### config.mk
export PLATFORM = sky130hd
export DESIGN_NAME = instr_sequencer
export DESIGN_NICKNAME = d
export VERILOG_FILES = /design/src/rtl/seq_pkg.sv /design/src/rtl/seq_decode.sv /design/src/rtl/seq_ret_stack.sv /design/src/rtl/instr_sequencer.sv
export SDC_FILE = /design/constraint.sdc
export NUM_CORES = 1
export LEC_CHECK = 0
export CAP_MARGIN = 15
export CORE_MARGIN = 3
export CORE_UTILIZATION = 55
export DETAILED_ROUTE_END_ITERATION = 12
export PLACE_DENSITY_LB_ADDON = 0.1
export REMOVE_ABC_BUFFERS = 1
export SETUP_SLACK_MARGIN = 0.3
export SYNTH_ARGS = -nofsm -noshare
export SYNTH_HDL_FRONTEND = slang
export SYNTH_SLANG_ARGS = --single-unit
### constraint.sdc
create_clock -name clk -period 8 [get_ports clk]
set_clock_uncertainty 0.15 [all_clocks]
set_input_delay 0.8 -clock clk [delete_from_list [all_inputs] [get_ports clk]]
set_output_delay 0.8 -clock clk [all_outputs]
set_load 0.005 [all_outputs]
### src/rtl/seq_pkg.sv
package seq_pkg;
    localparam int OPC_W = 6;
    localparam int REG_W = 4;
    localparam int IMM_W = 8;

    localparam logic [OPC_W-1:0] OPC_JUMP  = 6'h20;
    localparam logic [OPC_W-1:0] OPC_CALL  = 6'h21;
    localparam logic [OPC_W-1:0] OPC_RET   = 6'h22;
    localparam logic [OPC_W-1:0] OPC_RETI  = 6'h23;
    localparam logic [OPC_W-1:0] OPC_IESET = 6'h24;
    localparam logic [OPC_W-1:0] OPC_JUMPC = 6'h28;
    localparam logic [OPC_W-1:0] OPC_CALLC = 6'h29;
    localparam logic [OPC_W-1:0] OPC_RETC  = 6'h2A;

    typedef enum logic [1:0] {ST_FETCH, ST_EXEC, ST_IACK} seq_state_t;

    typedef enum logic [2:0] {
        FLOW_NEXT, FLOW_JUMP, FLOW_CALL, FLOW_RET, FLOW_RETI, FLOW_IESET
    } flow_t;

    function automatic logic cond_met(input logic [1:0] sel,
                                      input logic z, input logic c);
        unique case (sel)
            2'b00: cond_met = z;
            2'b01: cond_met = !z;
            2'b10: cond_met = c;
            default: cond_met = !c;
        endcase
    endfunction
endpackage

### src/rtl/seq_decode.sv
module seq_decode
    import seq_pkg::*;
(
    input  logic [OPC_W-1:0] opc,
    input  logic [1:0]       cond_sel,
    input  logic             flag_z,
    input  logic             flag_c,
    output flow_t            flow,
    output logic             is_alu
);
    logic cond_ok;

    always_comb begin
        cond_ok = cond_met(cond_sel, flag_z, flag_c);
        is_alu  = (opc[OPC_W-1 -: 2] != 2'b10);
        flow    = FLOW_NEXT;
        if (!is_alu) begin
            unique case (opc)
                OPC_JUMP:  flow = FLOW_JUMP;
                OPC_CALL:  flow = FLOW_CALL;
                OPC_RET:   flow = FLOW_RET;
                OPC_RETI:  flow = FLOW_RETI;
                OPC_IESET: flow = FLOW_IESET;
                OPC_JUMPC: flow = cond_ok ? FLOW_JUMP : FLOW_NEXT;
                OPC_CALLC: flow = cond_ok ? FLOW_CALL : FLOW_NEXT;
                OPC_RETC:  flow = cond_ok ? FLOW_RET  : FLOW_NEXT;
                default:   flow = FLOW_NEXT;
            endcase
        end
    end
endmodule

### src/rtl/seq_ret_stack.sv
module seq_ret_stack #(
    parameter int DEPTH = 31,
    parameter int W     = 10
) (
    input  logic         clk,
    input  logic         rst,
    input  logic         push,
    input  logic         pop,
    input  logic [W-1:0] push_data,
    output logic [W-1:0] top_data
);
    localparam int PTR_W = $clog2(DEPTH);
    localparam logic [PTR_W-1:0] LAST = PTR_W'(DEPTH - 1);

    logic [W-1:0]     slots [DEPTH];
    logic [PTR_W-1:0] ptr_q;
    logic [PTR_W-1:0] ptr_up, ptr_dn;

    assign ptr_up   = (ptr_q == LAST) ? '0 : ptr_q + PTR_W'(1);
    assign ptr_dn   = (ptr_q == '0) ? LAST : ptr_q - PTR_W'(1);
    assign top_data = slots[ptr_dn];

    always_ff @(posedge clk) begin
        if (rst) begin
            ptr_q <= '0;
            for (int i = 0; i < DEPTH; i++) slots[i] <= '0;
        end else if (push) begin
            slots[ptr_q] <= push_data;
            ptr_q        <= ptr_up;
        end else if (pop) begin
            ptr_q <= ptr_dn;
        end
    end

    assert_ptr_range_R7: assert property (@(posedge clk) disable iff (rst)
        ptr_q <= LAST);
    assert_push_wrap_R7: assert property (@(posedge clk) disable iff (rst)
        push |=> ptr_q == (($past(ptr_q) == LAST) ? '0 : $past(ptr_q) + PTR_W'(1)));
    assert_pop_wrap_R7: assert property (@(posedge clk) disable iff (rst)
        (pop && !push) |=> ptr_q == (($past(ptr_q) == '0) ? LAST : $past(ptr_q) - PTR_W'(1)));
    assert_no_push_pop_R6: assert property (@(posedge clk) disable iff (rst)
        !(push && pop));
endmodule

### src/rtl/instr_sequencer.sv
module instr_sequencer
    import seq_pkg::*;
#(
    parameter int ADDR_W      = 10,
    parameter int INSTR_W     = 18,
    parameter int STACK_DEPTH = 31,
    parameter logic [ADDR_W-1:0] VECTOR_ADDR = {ADDR_W{1'b1}}
) (
    input  logic               clk,
    input  logic               rst,
    output logic [ADDR_W-1:0]  prog_addr,
    input  logic [INSTR_W-1:0] instr_word,
    input  logic               flag_zero,
    input  logic               flag_carry,
    input  logic               irq,
    output logic               irq_ack,
    output logic               op_valid,
    output logic [OPC_W-1:0]   op_code,
    output logic [REG_W-1:0]   op_dst,
    output logic [REG_W-1:0]   op_src,
    output logic [IMM_W-1:0]   op_imm
);
    localparam int OPC_LSB  = INSTR_W - OPC_W;
    localparam int DST_LSB  = IMM_W;
    localparam int COND_LSB = ADDR_W;

    seq_state_t        state_q, state_d;
    logic [ADDR_W-1:0] pc_q, pc_d, pc_inc;
    logic [INSTR_W-1:0] ir_q;
    logic              ie_q, ie_d;
    logic              stk_push, stk_pop;
    logic [ADDR_W-1:0] stk_wdata, stk_top;
    flow_t             flow;
    logic              is_alu;

    seq_decode u_dec (
        .opc      (ir_q[OPC_LSB +: OPC_W]),
        .cond_sel (ir_q[COND_LSB +: 2]),
        .flag_z   (flag_zero),
        .flag_c   (flag_carry),
        .flow     (flow),
        .is_alu   (is_alu)
    );

    seq_ret_stack #(.DEPTH(STACK_DEPTH), .W(ADDR_W)) u_stk (
        .clk       (clk),
        .rst       (rst),
        .push      (stk_push),
        .pop       (stk_pop),
        .push_data (stk_wdata),
        .top_data  (stk_top)
    );

    assign pc_inc    = pc_q + ADDR_W'(1);
    assign prog_addr = pc_q;
    assign op_code   = ir_q[OPC_LSB +: OPC_W];
    assign op_dst    = ir_q[DST_LSB +: REG_W];
    assign op_src    = ir_q[IMM_W-1 -: REG_W];
    assign op_imm    = ir_q[IMM_W-1:0];

    // State register
    always_ff @(posedge clk) begin
        if (rst) state_q <= ST_FETCH;
        else     state_q <= state_d;
    end

    // Next state
    always_comb begin
        unique case (state_q)
            ST_FETCH: state_d = ST_EXEC;
            ST_EXEC:  state_d = (irq && ie_d) ? ST_IACK : ST_FETCH;
            ST_IACK:  state_d = ST_FETCH;
            default:  state_d = ST_FETCH;
        endcase
    end

    // Outputs and datapath controls
    always_comb begin
        pc_d      = pc_q;
        ie_d      = ie_q;
        stk_push  = 1'b0;
        stk_pop   = 1'b0;
        stk_wdata = pc_inc;
        irq_ack   = 1'b0;
        op_valid  = 1'b0;
        unique case (state_q)
            ST_FETCH: ;
            ST_EXEC: begin
                op_valid = is_alu;
                pc_d     = pc_inc;
                unique case (flow)
                    FLOW_JUMP: pc_d = ir_q[ADDR_W-1:0];
                    FLOW_CALL: begin
                        stk_push = 1'b1;
                        pc_d     = ir_q[ADDR_W-1:0];
                    end
                    FLOW_RET: begin
                        stk_pop = 1'b1;
                        pc_d    = stk_top;
                    end
                    FLOW_RETI: begin
                        stk_pop = 1'b1;
                        pc_d    = stk_top;
                        ie_d    = ir_q[0];
                    end
                    FLOW_IESET: ie_d = ir_q[0];
                    default: ;
                endcase
            end
            ST_IACK: begin
                irq_ack   = 1'b1;
                stk_push  = 1'b1;
                stk_wdata = pc_q;
                pc_d      = VECTOR_ADDR;
                ie_d      = 1'b0;
            end
            default: ;
        endcase
    end

    always_ff @(posedge clk) begin
        if (rst) begin
            pc_q <= '0;
            ie_q <= 1'b0;
            ir_q <= '0;
        end else begin
            pc_q <= pc_d;
            ie_q <= ie_d;
            if (state_q == ST_FETCH) ir_q <= instr_word;
        end
    end

    // Cycles an enabled request has waited without acknowledge
    logic [2:0] wait_cnt;
    always_ff @(posedge clk) begin
        if (rst) wait_cnt <= '0;
        else if (irq && ie_q && !irq_ack) wait_cnt <= (wait_cnt == 3'd7) ? wait_cnt : wait_cnt + 3'd1;
        else wait_cnt <= '0;
    end

    assert_irq_latency_R8: assert property (@(posedge clk) disable iff (rst)
        wait_cnt < 3'd5);
    assert_ack_pulse_R8: assert property (@(posedge clk) disable iff (rst)
        irq_ack |=> !irq_ack);
    assert_vector_load_R8: assert property (@(posedge clk) disable iff (rst)
        irq_ack |=> (prog_addr == VECTOR_ADDR));
    assert_fetch_hold_R2: assert property (@(posedge clk) disable iff (rst)
        (state_q == ST_FETCH) |=> $stable(prog_addr));
    assert_cond_zero_R5: assert property (@(posedge clk) disable iff (rst)
        (state_q == ST_EXEC && ir_q[OPC_LSB +: OPC_W] == OPC_JUMPC &&
         ir_q[COND_LSB +: 2] == 2'b00 && flag_zero)
        |=> prog_addr == $past(ir_q[ADDR_W-1:0]));
    assert_op_pulse_R10: assert property (@(posedge clk) disable iff (rst)
        op_valid |=> !op_valid);
    assert_reset_pc_R1: assert property (@(posedge clk)
        rst |=> (prog_addr == '0 && !irq_ack));
endmodule

Word-level counts from Yosys, hierarchy flattened
Memory sizes are Yosys's and may differ from the RTL's.
Cells that the tools add are included.
{"block": "totals", "register_bits": 36, "ram_bits": 310, "input_bits": 23, "out_inout_bits": 34, "elab_cells": 71, "mem_count": 1}
{"name": "u_stk.slots", "words": 31, "width": 10, "rd": 1, "rd_ports_with_merged_regs": 0, "write_ports": 31, "line": "seq_ret_stack.sv:15", "text": "logic [W-1:0] slots [DEPTH];"}
{"block": "op_classes", "n_addsub": 3, "n_eq_ne": 19, "muxes": 31, "reduce_logical": 12}
{"op": "== test 6 bit (second input constant)", "count": 8}
{"op": "one-hot mux 10 bit (2 select lines)", "count": 2}
{"op": "2-to-1 mux 5 bit", "count": 5}
{"op": "one-hot mux 3 bit (8 select lines)", "count": 1}
{"op": "2-to-1 mux 10 bit", "count": 2}
{"op": "2-to-1 mux 1 bit", "count": 13}
{"op": "adder 10 x 1 -> 10 bit (second input constant)", "count": 1}
{"op": "OR reduction 10 bit", "count": 1}
{"op": "== test 3 x 2 -> 1 bit (second input constant)", "count": 2}
{"op": "== test 3 bit (second input constant)", "count": 2}
{"op": "2-to-1 mux 2 bit", "count": 3}
{"op": "OR reduction 2 bit", "count": 3}
{"op": "adder 5 x 1 -> 5 bit (second input constant)", "count": 1}
{"op": "== test 5 bit (second input constant)", "count": 1}
{"op": "zero test 5 bit", "count": 1}
{"op": "subtractor 5 x 1 -> 5 bit (second input constant)", "count": 1}
{"op": "== test 2 x 1 -> 1 bit (second input constant)", "count": 2}
{"op": "== test 2 bit (second input constant)", "count": 2}
{"op": "zero test 2 bit", "count": 2}
{"op": "one-hot mux 1 bit (2 select lines)", "count": 2}
{"op": "one-hot mux 2 bit (2 select lines)", "count": 1}
{"op": "nonzero test 2 bit", "count": 2}
{"op": "== test 3 x 1 -> 1 bit (second input constant)", "count": 1}
{"op": "2-to-1 mux 3 bit", "count": 1}
{"op": "other kinds (4)", "count": 5}

Depth between registers and ports, before layout
Gate-level depths: netlist of run 1.
{"block": "logic_depth", "depth_word": 13, "depth_mapped": 15, "depth_no_buf": 8}

Modules after synthesis
Synthesis of run 1 repeated with hierarchy kept, for this count alone.
{"block": "unflattened", "hier_cells": 1269, "area_unflattened_um2": 17151.4}
{"module": "seq_ret_stack", "n_inst": 1, "cells_per_inst": 1035, "area_each_um2": 15195.8, "seq_area_each_um2": 9709.3}
{"module": "instr_sequencer", "n_inst": 1, "cells_per_inst": 221, "area_each_um2": 1855.5, "seq_area_each_um2": 620.6}
{"module": "seq_decode", "n_inst": 1, "cells_per_inst": 13, "area_each_um2": 100.1, "seq_area_each_um2": 0.0}

Worst setup path before layout of run 1
Ideal clock, no wire load.
{"block": "synth_path", "kind": "reg-to-reg", "start": "reg u_stk.ptr_q[0]", "end": "mem u_stk.slots[4][0] (enable)", "setup_ns": 0.347, "arrival_time_ns": 2.851, "t_required_ns": 7.503, "setup_slack_ns": 4.652, "stages_incl_launch_ff": 12, "n_path_buf": 6, "period_less_slack_ns": 3.348, "cell_sequence": "dfxtp_1 > buf_2 > inv_1 > clkbuf_1 > clkbuf_1 > ha_1 > buf_2 > clkbuf_1 > clkbuf_1 > nor4b_4 > nand3_1 > nand2b_1"}
{"element": "start, declared", "line": "seq_ret_stack.sv:16", "text": "logic [PTR_W-1:0] ptr_q;"}
{"element": "start signal, assigned", "line": "seq_ret_stack.sv:29", "text": "ptr_q <= ptr_up;"}
{"element": "start signal, assigned", "line": "seq_ret_stack.sv:31", "text": "ptr_q <= ptr_dn;"}
{"element": "end, declared", "line": "seq_ret_stack.sv:15"}

Worst setup path in the final report of run 1
{"block": "layout_path", "start": "reg u_stk.ptr_q[0]", "end": "reg pc_q[7] (netlist: prog_addr[7])"}
{"block": "layout_via", "elab_chain_len": 5, "word_cells_on_any_way": 6, "classes_between": "add/sub (1); mux (3); reduce/logical (1); memory (1)"}
{"element": "subtractor 5 x 1 -> 5 bit or zero test 5 bit (tied branches)", "line": "seq_ret_stack.sv:20", "text": "assign ptr_dn = (ptr_q == '0) ? LAST : ptr_q - PTR_W'(1);"}
{"element": "2-to-1 mux 5 bit (*)", "line": "seq_ret_stack.sv:20"}
{"element": "memory read (31 x 10 bit) (*)"}
{"element": "one-hot mux 10 bit (2 select lines) (*)", "line": "instr_sequencer.sv:91", "text": "unique case (flow)"}
{"element": "one-hot mux 10 bit (2 select lines) (*)", "line": "instr_sequencer.sv:86", "text": "unique case (state_q)"}
{"element": "end signal, assigned", "line": "instr_sequencer.sv:127", "text": "pc_q <= pc_d;"}
{"element": "end, declared", "line": "instr_sequencer.sv:28", "text": "logic [ADDR_W-1:0] pc_q, pc_d, pc_inc;"}
Mark *: on every way between the ends. The rest lies on a longest branch, timed or not.
A chain may end at the register's enable or synchronous reset.

==> out/results.tsv, run 1 <==
metric	value	unit
gr-usage-all-layers	32.4	%
cts_tree	yes	
grt_overflow	0	
cts_hold_buffers	0	
antennaDiodeCount	0	
core_area	31000	um^2
cts-resized-gates	0	
synthTopCellsByArea	edfxtp_1, nor2_1, dfxtp_1	
p_leak	6.80	nW
ios	57	
min_period_over_period	62.2	%
synth-main-ff-cell	edfxtp_1	
synth_edf_count	320	
p_per_area	216	nW/um^2
setup_viol	0	
clock_sinks	356	
avgSynthCellArea	10.9	um^2
slowest_stage	o311ai_0	
h-tree-depth	2	
tightest_slew	1.23	ns
placement.io_buffers	56	
fmax	201	MHz
fp-row-count	64	
path_clk_slew	0.06	ns
synth_common_cells	nor2_1, edfxtp_1, nand2_1	
fillCellCount	2532	
ys_ff_latch	356	
postPlaceCellArea	18200	um^2
wire_per_inst	27.6	um
via_per_inst	6.62	
cpMostUsedCell	inv_1	
irDropWorstVdd	139	uV
final-max-slew-violation-count	0	
yosys_warnings	0	
grt_max_degree	70	
dpl.hpwl	35.2	mm
dieArea	34000	um^2
die_h	184	um
reg2reg_slack	3.03	ns
critical_path_buf_inv_count	3	
yosys.area.top_type_share	55.0	%
yosysTopAreaCell	edfxtp_1	
cp_top_family	compound AO/OA/AOI/OAI gates	
post_cts_buffers	0	
netlist_area	17500	um^2
min_period	4.97	ns
hold_violations	0	
arrival	5.18	ns
via_count	13200	
postSynthCellCount	1597	
final_net_count	1604	
cap_violations	0	
clock_path_buffers	3	
tritoncts.num_buffers	38	
yosysUniqueCellTypes	86	
path_max_fanout	48	
cp.required	8.20	ns
syn_to_final_growth	11.1	%
totalWireLength	55.1	mm
startpoint_type	flop	
dr.pass1.iters	7	
drt_iter0_drc	2214	
cts_root_buffer	clkbuf_16	
synth_most_common_cell	nor2_1	
outcome	finished clean	
grt_pass1_wl	81.4	mm
stdcell_area	19400	um^2
grt_pass1_vias	12600	
max_slew_margin	17.0	%
drive_gt1_share	10.3	%
antenna_left	0	
path_class	flop to flop	
antenna_found_initial	1	
rsz0062_at_grt	no	
clock_latency	0.53	ns
postLayoutCoreUtil	62.7	%
gp_congestion	0.946	
cp_cell_sequence	inv_1, ha_1, inv_1, nor2_2, buf_4, nor3_1, o311ai_0, a311oi_2	
hold_class	flop to flop	
die_x	184	um
ys_seq_area_share	59.1	%
route.detailed.drc	0	
end_kind	flop	
start_util	56.4	%
max_stage_delay	1.00	ns
async_reset_ff_share	0	%
## kinds of logic (layout without fill, tap and decap cells)
| kind of cell | count (synthesis) | after routing | synth area share (%) |
|---|---|---|---|
| AND/OR/NAND/NOR | 644 | 644 | 16.6 |
| flip-flops | 356 | 356 | 59.1 |
| AO/OA/AOI/OAI | 295 | 295 | 12.8 |
| buffers and inverters | 191 | 195 | 4.94 |
| multiplexers | 82 | 82 | 4.95 |
| XOR/XNOR | 21 | 21 | 1.05 |
| adder cells (fa/ha/maj) | 8 | 8 | 0.572 |
## tightest hold or removal path: stages (launching register included)
cell and delay, ns:
dfxtp_1 0.33, mux2i_1 0.12, nor2_1 0.05
## sequential cells by signal (all words and copies together), names as in the netlist
name / count
u_stk.ptr_q: 5
state_q: 2
u_stk.slots: 320
ie_q: 1
prog_addr: 10
ir_q: 18
## through the flow
step / setup slack, ns / total power [mW] / std cells / hold slack [ns] / TNS [ns]
floorplan: -2.04 / 2.32 / 1443 / 0.358 / -17.96
global placement: 3.30 / 2.50 / 1929 / 0.380 / 0
detailed placement: 3.29 / 2.50 / 1929 / 0.386 / 0
CTS: 3.30 / 4.19 / 1997 / 0.397 / 0
global route: 3.04 / 4.30 / 1997 / 0.411 / 0
finish: 3.03 / 4.20 / 1997 / 0.395 / 0
## placed cells by master (no fill, tap or decap), types with 7 or more instances in the layout
cell | Yosys | final
clkinv_2 | 0 | 9
nor2b_1 | 11 | 11
o311ai_0 | 17 | 17
o221ai_1 | 14 | 14
o211ai_1 | 15 | 15
nand2b_1 | 43 | 43
a21o_1 | 8 | 8
mux2_2 | 22 | 22
clkdlybuf4s50_1 | 0 | 55
nor2_1 | 371 | 370
xnor2_2 | 0 | 7
inv_1 | 36 | 36
a22oi_1 | 8 | 8
dfxtp_1 | 36 | 35
clkbuf_1 | 76 | 7
and2_1 | 12 | 12
nor3_1 | 29 | 29
nand2_1 | 99 | 99
edfxtp_1 | 320 | 320
and3_1 | 11 | 11
a311oi_1 | 9 | 9
buf_4 | 5 | 34
o22ai_1 | 9 | 9
a221oi_1 | 19 | 19
o21ai_0 | 31 | 31
a31oi_1 | 14 | 14
clkbuf_16 | 0 | 40
a211oi_1 | 20 | 20
a221o_1 | 12 | 12
a21oi_1 | 51 | 51
ha_1 | 8 | 8
mux2i_1 | 58 | 57
nand3_1 | 25 | 25
## final cells by class
class	count	area (um^2)	share of cell area, %
well taps	396	495	2.55
inverters	37	139	0.715
flip-flops and latches	356	10300	53.2
multi-input cells	1050	6440	33.2
repair buffers	90	811	4.17
clock buffers	49	1050	5.43
clock inverters	19	149	0.766
## where the power goes
part	internal, mW	total [mW]	switching [mW]
clock	0.997	1.72	0.719
sequential	2.08	2.13	0.0448
combinational	0.108	0.349	0.241
total	3.19	4.20	1.01
## path summary, 6_finish.rpt
kind                                     start      endpoint  depth (start not counted)
worst min register to register         ir_q[1]       ir_q[1]                          2
worst min-delay path                   ir_q[1]       ir_q[1]                          2
worst max-delay path            u_stk.ptr_q[0]  prog_addr[7]                          8
worst max register to register  u_stk.ptr_q[0]  prog_addr[7]                          8
## layer usage
| layer | vias up | part of all wire [%] | track usage, % |
|---|---|---|---|
| met2 | 936 | 44 | 49.3 |
| met1 | 6373 | 39 | 46.5 |
| met5 | - | 0.024 | 0 |
| met3 | 150 | 13 | 7.93 |
| met4 | 2 | 3.4 | 9.59 |
| li1 | 5754 | - | - |
Power figures use the tool's default switching activity.
==> run 2: changes to the inputs <==
- clock period: 8 -> 5 ns (I/O delays scaled with it)
==> run 2 against run 1 <==
  * Die area is the same
  * Flip-flop and latch count is the same
  * Core utilization grew 0.86 points
  * Cell area grew 1.4%
  * Clock power grew 72%
  * Highest routed layer is now met4
==> out/results.tsv, run 2 (synthesis results as in run 1) <==
metric	value	unit	change
fp-row-count	64		unchanged
drive_gt1_share	11.6	%	+1.3 points
startpoint_type	flop		
antenna_left	0		unchanged
dpl.hpwl	36.0	mm	+2.1%
p_leak	6.95	nW	+2.2%
max_slew_margin	26.5	%	+9.5 points
layout_common_cells	nor2_1, edfxtp_1, nand2_1		
arrival	4.53	ns	-0.65 ns
wire_per_inst	27.1	um	-1.9%
fmax	235	MHz	+17%
clock_sinks	356		unchanged
die_x	184	um	unchanged
cts_hold_buffers	0		unchanged
cts_tree	yes		
stdcell_area	19700	um^2	+1.4%
largest_register_ffs	320		unchanged
die_h	184	um	unchanged
outcome	finished clean		
cp.required	5.28	ns	-2.92 ns
gr-usage-all-layers	32.1	%	-0.28 points
syn_to_final_growth	12.6	%	
final-max-slew-violation-count	0		unchanged
gp_congestion	0.973		+2.8%
grt_overflow	0		unchanged
antenna_found_initial	0		-1
end_kind	flop		
antennaDiodeCount	0		unchanged
irDropWorstVdd	248	uV	+79%
startpoint	u_stk.ptr_q[0]		
layout_commonest_cell	nor2_1		
hold_class	input pin to flop		
ios	57		unchanged
clock_latency	0.53	ns	about the same
final_net_count	1627		+1.4%
crit_path_end	prog_addr[6]		
grt_pass1_wl	81.5	mm	about the same
min_period_over_period	85.0	%	+23 points
totalWireLength	54.7	mm	-0.70%
p_per_area	351	nW/um^2	+62%
route.detailed.drc	0		unchanged
postPlaceCellArea	18400	um^2	+0.93%
cts-resized-gates	0		unchanged
path_clk_slew	0.06	ns	about the same
via_per_inst	6.65		+0.51%
rsz0062_at_grt	no		
drt_iter0_drc	2128		-3.9%
hold_violations	0		unchanged
ff2ff_path_depth	9		+1
cts_root_buffer	clkbuf_16		
reg2reg_slack	0.75	ns	-2.28 ns
path_max_fanout	41		-15%
tightest_slew	1.10	ns	-0.127 ns
tritoncts.num_buffers	38		unchanged
clock_path_buffers	3		unchanged
via_count	13400		+1.7%
path_class	flop to flop		
core_area	31000	um^2	unchanged
grt_pass1_vias	13000		+3.5%
r2r_start	u_stk.ptr_q[0]		
cap_violations	0		unchanged
postLayoutCoreUtil	63.5	%	+0.86 points
grt_max_degree	77		+10%
dieArea	34000	um^2	unchanged
min_period	4.25	ns	-0.723 ns
placement.io_buffers	56		unchanged
dr.pass1.iters	7		unchanged
h-tree-depth	2		unchanged
setup_viol	0		unchanged
top_register	u_stk.slots		
hp-start	rst		
r2r-end	prog_addr[6]		
start_util	56.4	%	unchanged
post_cts_buffers	0		unchanged
## run 2: cell count changes in the layout (fill, tap and decap cells not counted), sizes merged
cell      before  now
buf           35   58
bufinv         2    5
clkinv        14   12
clkbuf        49   51
clkinvlp       1    0
inv           39   38
## run 2: worst min-delay path by stage
stage	end	slack (ns)	cells after the start
after CTS	ir_q[10]	0.37	2
final	ir_q[10]	0.39	2
after detailed placement	ir_q[11]	0.40	2
after global placement	ie_q	0.38	2
after global routing	ir_q[12]	0.38	2
after floorplan	ir_q[3]	0.36	2
## run 2: stage by stage
stage / TNS, ns / worst slack, ns / instances / hold WS (ns) / power (mW)
5_1_grt: 0 / 0.696 / 2021 / 0.383 / 7.08
3_3_place_gp: 0 / 0.992 / 1951 / 0.384 / 3.99
4_1_cts: 0 / 0.988 / 2021 / 0.371 / 6.90
6_report: 0 / 0.749 / 2021 / 0.389 / 6.91
2_1_floorplan: -749.64 / -5.04 / 1443 / 0.358 / 3.70
3_5_place_dp: 0 / 1.01 / 1952 / 0.400 / 4.00
## run 2: layout make-up
type / instances / area (um^2)
Clock buffer: 51 / 1080
Clock inverter: 18 / 218
Fill cell: 2455 / 11300
Inverter: 37 / 139
Multi-Input combinational cell: 1050 / 6440
Sequential cell: 356 / 10300
Tap cell: 396 / 495
Timing Repair Buffer: 113 / 981
## run 2: where the power goes
part / switching [mW] / internal (mW)
clock: 1.17 / 1.78
combinational: 0.379 / 0.176
sequential: 0.0675 / 3.34
total: 1.61 / 5.30
## run 2: worst max-delay path, stage by stage (launching register included)
cell and delay (ns):
dfxtp_4 0.70, inv_1 0.13, ha_1 0.46, nor4b_4 0.28, buf_4 0.27, a21oi_2 0.65, nor2_1 0.08, a2111oi_0 0.54
o311ai_0 0.45, o41ai_2 0.43
## run 2: per-layer routing
layer  part of all wire [%]  global-route usage, %
met5                      0                      0
met2                     44                   48.9
met3                     12                   7.48
met4                    4.4                   12.8
met1                     39                   44.9
==> run 3: changes to the inputs <==
- GPL_TIMING_DRIVEN: unset -> 0
- PLACE_DENSITY: unset -> 0.71
- PLACE_DENSITY_LB_ADDON: 0.1 -> unset
- SLEW_MARGIN: unset -> 20
==> run 3 against run 2 <==
  * Non-clock buffer count decreased by 6
  * Total power decreased by 5.6%
  * Worst setup slack got worse by 0.31 ns
  * Highest routed layer unchanged
==> out/results.tsv, run 3 (synthesis results as in run 1) <==
metric	value	unit	change
clock_path_buffers	3		unchanged
reg2reg_slack	0.44	ns	-0.31 ns
setup_ws	0.437	ns	-0.312 ns
multiInputGateArea	6550	um^2	+1.6%
fin_setup_tns	0	ns	unchanged
cts_hold_buffers	0		unchanged
largest_register_ffs	320		unchanged
dp_cells	1936		-0.82%
sw_frac_of_total	23.7	%	+0.37 points
drive_gt1_share	11.2	%	-0.44 points
hold_path_end	ir_q[11]		
core_area	31000	um^2	unchanged
die_x	184	um	unchanged
hp-start	ir_q[11]		
antenna_left	0		unchanged
via_per_inst	6.63		-0.25%
fmax	219	MHz	-6.8%
h-tree-depth	2		unchanged
startpoint_type	flop		
die_h	184	um	unchanged
tightest_slew	1.15	ns	+0.0440 ns
drt_iter0_drc	2120		-0.38%
min_period_over_period	91.3	%	+6.2 points
seqPwrFrac	52.1	%	+2.8 points
end_kind	flop		
final_net_count	1622		-0.31%
ios	57		unchanged
clock_latency	0.52	ns	about the same
min_period	4.56	ns	+0.312 ns
dr.pass1.iters	6		-1
cts_root_buffer	clkbuf_16		
irDropWorstVdd	201	uV	-19%
arrival	4.85	ns	+0.32 ns
layout_common_cells	nor2_1, edfxtp_1, nand2_1		
cts_tree	yes		
cp.required	5.28	ns	about the same
gp_congestion	0.929		-4.5%
p_per_area	327	nW/um^2	-6.7%
top_register	u_stk.slots		
dpl.hpwl	34.5	mm	-4.1%
r2r-end	prog_addr[7]		
placement.io_buffers	56		unchanged
instances_no_fill	2013		-0.40%
fp-row-count	64		unchanged
whs	0.395	ns	+0.00563 ns
rsz0062_at_grt	no		
via_count	13400		-0.65%
power.total	6.52	mW	-5.6%
hold_class	flop to flop		
p_leak	6.97	nW	+0.26%
antenna_found_initial	0		unchanged
grt_overflow	0		unchanged
totalWireLength	52.4	mm	-4.2%
layout_commonest_cell	nor2_1		
path_max_fanout	51		+24%
internal_power	4.98	mW	-6.0%
fillCellCount	2361		-3.8%
final-max-slew-violation-count	0		unchanged
seqCellArea	10300	um^2	about the same
p_sw	1.55	mW	-4.1%
antennaDiodeCount	0		unchanged
grt_pass1_vias	12600		-3.5%
grt_max_degree	58		-25%
dpl_worst_slack	-0.666	ns	-1.68 ns
clock_sinks	356		unchanged
syn_to_final_growth	14.0	%	
grt_pass1_wl	77.2	mm	-5.3%
path_class	flop to flop		
outcome	finished clean		
dieArea	34000	um^2	unchanged
max_slew_margin	23.3	%	-3.3 points
wire_per_inst	26.0	um	-3.8%
tritoncts.num_buffers	38		unchanged
hold_depth	2		unchanged
ff2ff_path_depth	11		+2
route.detailed.drc	0		unchanged
p_clk_share	38.8	%	-3.9 points
p_comb_share	9.2	%	+1.2 points
start_util	56.4	%	unchanged
setup_viol	0		unchanged
path_clk_slew	0.06	ns	about the same
hold_violations	0		unchanged
gr-usage-all-layers	30.3	%	-1.8 points
cap_violations	0		unchanged
r2r_start	u_stk.ptr_q[0]		
-- run 3: cell count changes in the layout (fill, tap and decap cells not counted), sizes merged --
cell,before,now
clkinv,12,14
buf,58,52
or4b,1,2
bufinv,5,0
clkinvlp,0,1
clkbuf,51,50
-- run 3: power groups by stage --
| stage | clock (mW) | sequential [mW] | combinational, mW |
|---|---|---|---|
| global route | 2.66 | 3.41 | 0.623 |
| global placement | 0 | 3.45 | 0.496 |
| finish | 2.53 | 3.40 | 0.597 |
| floorplan | 0 | 3.44 | 0.268 |
| detailed placement | 0 | 3.46 | 0.571 |
| CTS | 2.54 | 3.39 | 0.576 |
-- run 3: metal layers --
layer | vias to the layer above | routed length [um] | track usage, %
met4 | 0 | 2820 | 13.1
met1 | 6387 | 19100 | 39.8
met5 | - | 0 | 0
met3 | 195 | 7130 | 9.16
li1 | 5790 | - | -
met2 | 983 | 23400 | 46.9
-- run 3: final cells by class --
| type | count | area share, % |
|---|---|---|
| inverter | 37 | 0.709 |
| timing repair buffer | 107 | 6.64 |
| tap | 396 | 2.49 |
| sequential | 356 | 51.9 |
| clock inverter | 16 | 0.364 |
| clock buffer | 50 | 5.10 |
| multi-input combinational | 1051 | 32.8 |
-- run 3: critical path: stages (launching register included) --
cell and delay (ns):
dfxtp_4 0.63, buf_16 0.30, buf_16 0.29, inv_4 0.20
buf_16 0.23, ha_4 0.28, or4b_4 0.56, nand2_8 0.36
a211oi_1 0.60, a311o_1 0.23, o311ai_0 0.23, a311oi_2 0.31
-- run 3: stage by stage --
stage          cell area (um^2)  util [%]
6_report                  19900      64.3
4_1_cts                   19800      63.9
2_1_floorplan             16800         -
3_5_place_dp              18700      60.2
5_1_grt                   19900      64.3
3_3_place_gp              17800      57.5
-- run 3: timing repair --
action,4_1_cts,5_1_grt
buffers inserted,0,10
setup endpoints to repair,101,17
pin swaps,0,2
hold endpoints to repair,0,0
resized for setup,5,6
cloned,0,1
-- run 3: worst max-delay path by stage --
stage	from	endpoint	slack, ns	cells past startpoint
floorplan	u_stk.ptr_q[0]	prog_addr[6]	-5.04	8
global placement	u_stk.ptr_q[0]	prog_addr[6]	-13.18	8
detailed placement	u_stk.ptr_q[0]	prog_addr[6]	-0.67	11
CTS	u_stk.ptr_q[0]	prog_addr[6]	0.31	11
global route	u_stk.ptr_q[0]	prog_addr[7]	0.35	11
finish	u_stk.ptr_q[0]	prog_addr[7]	0.44	11
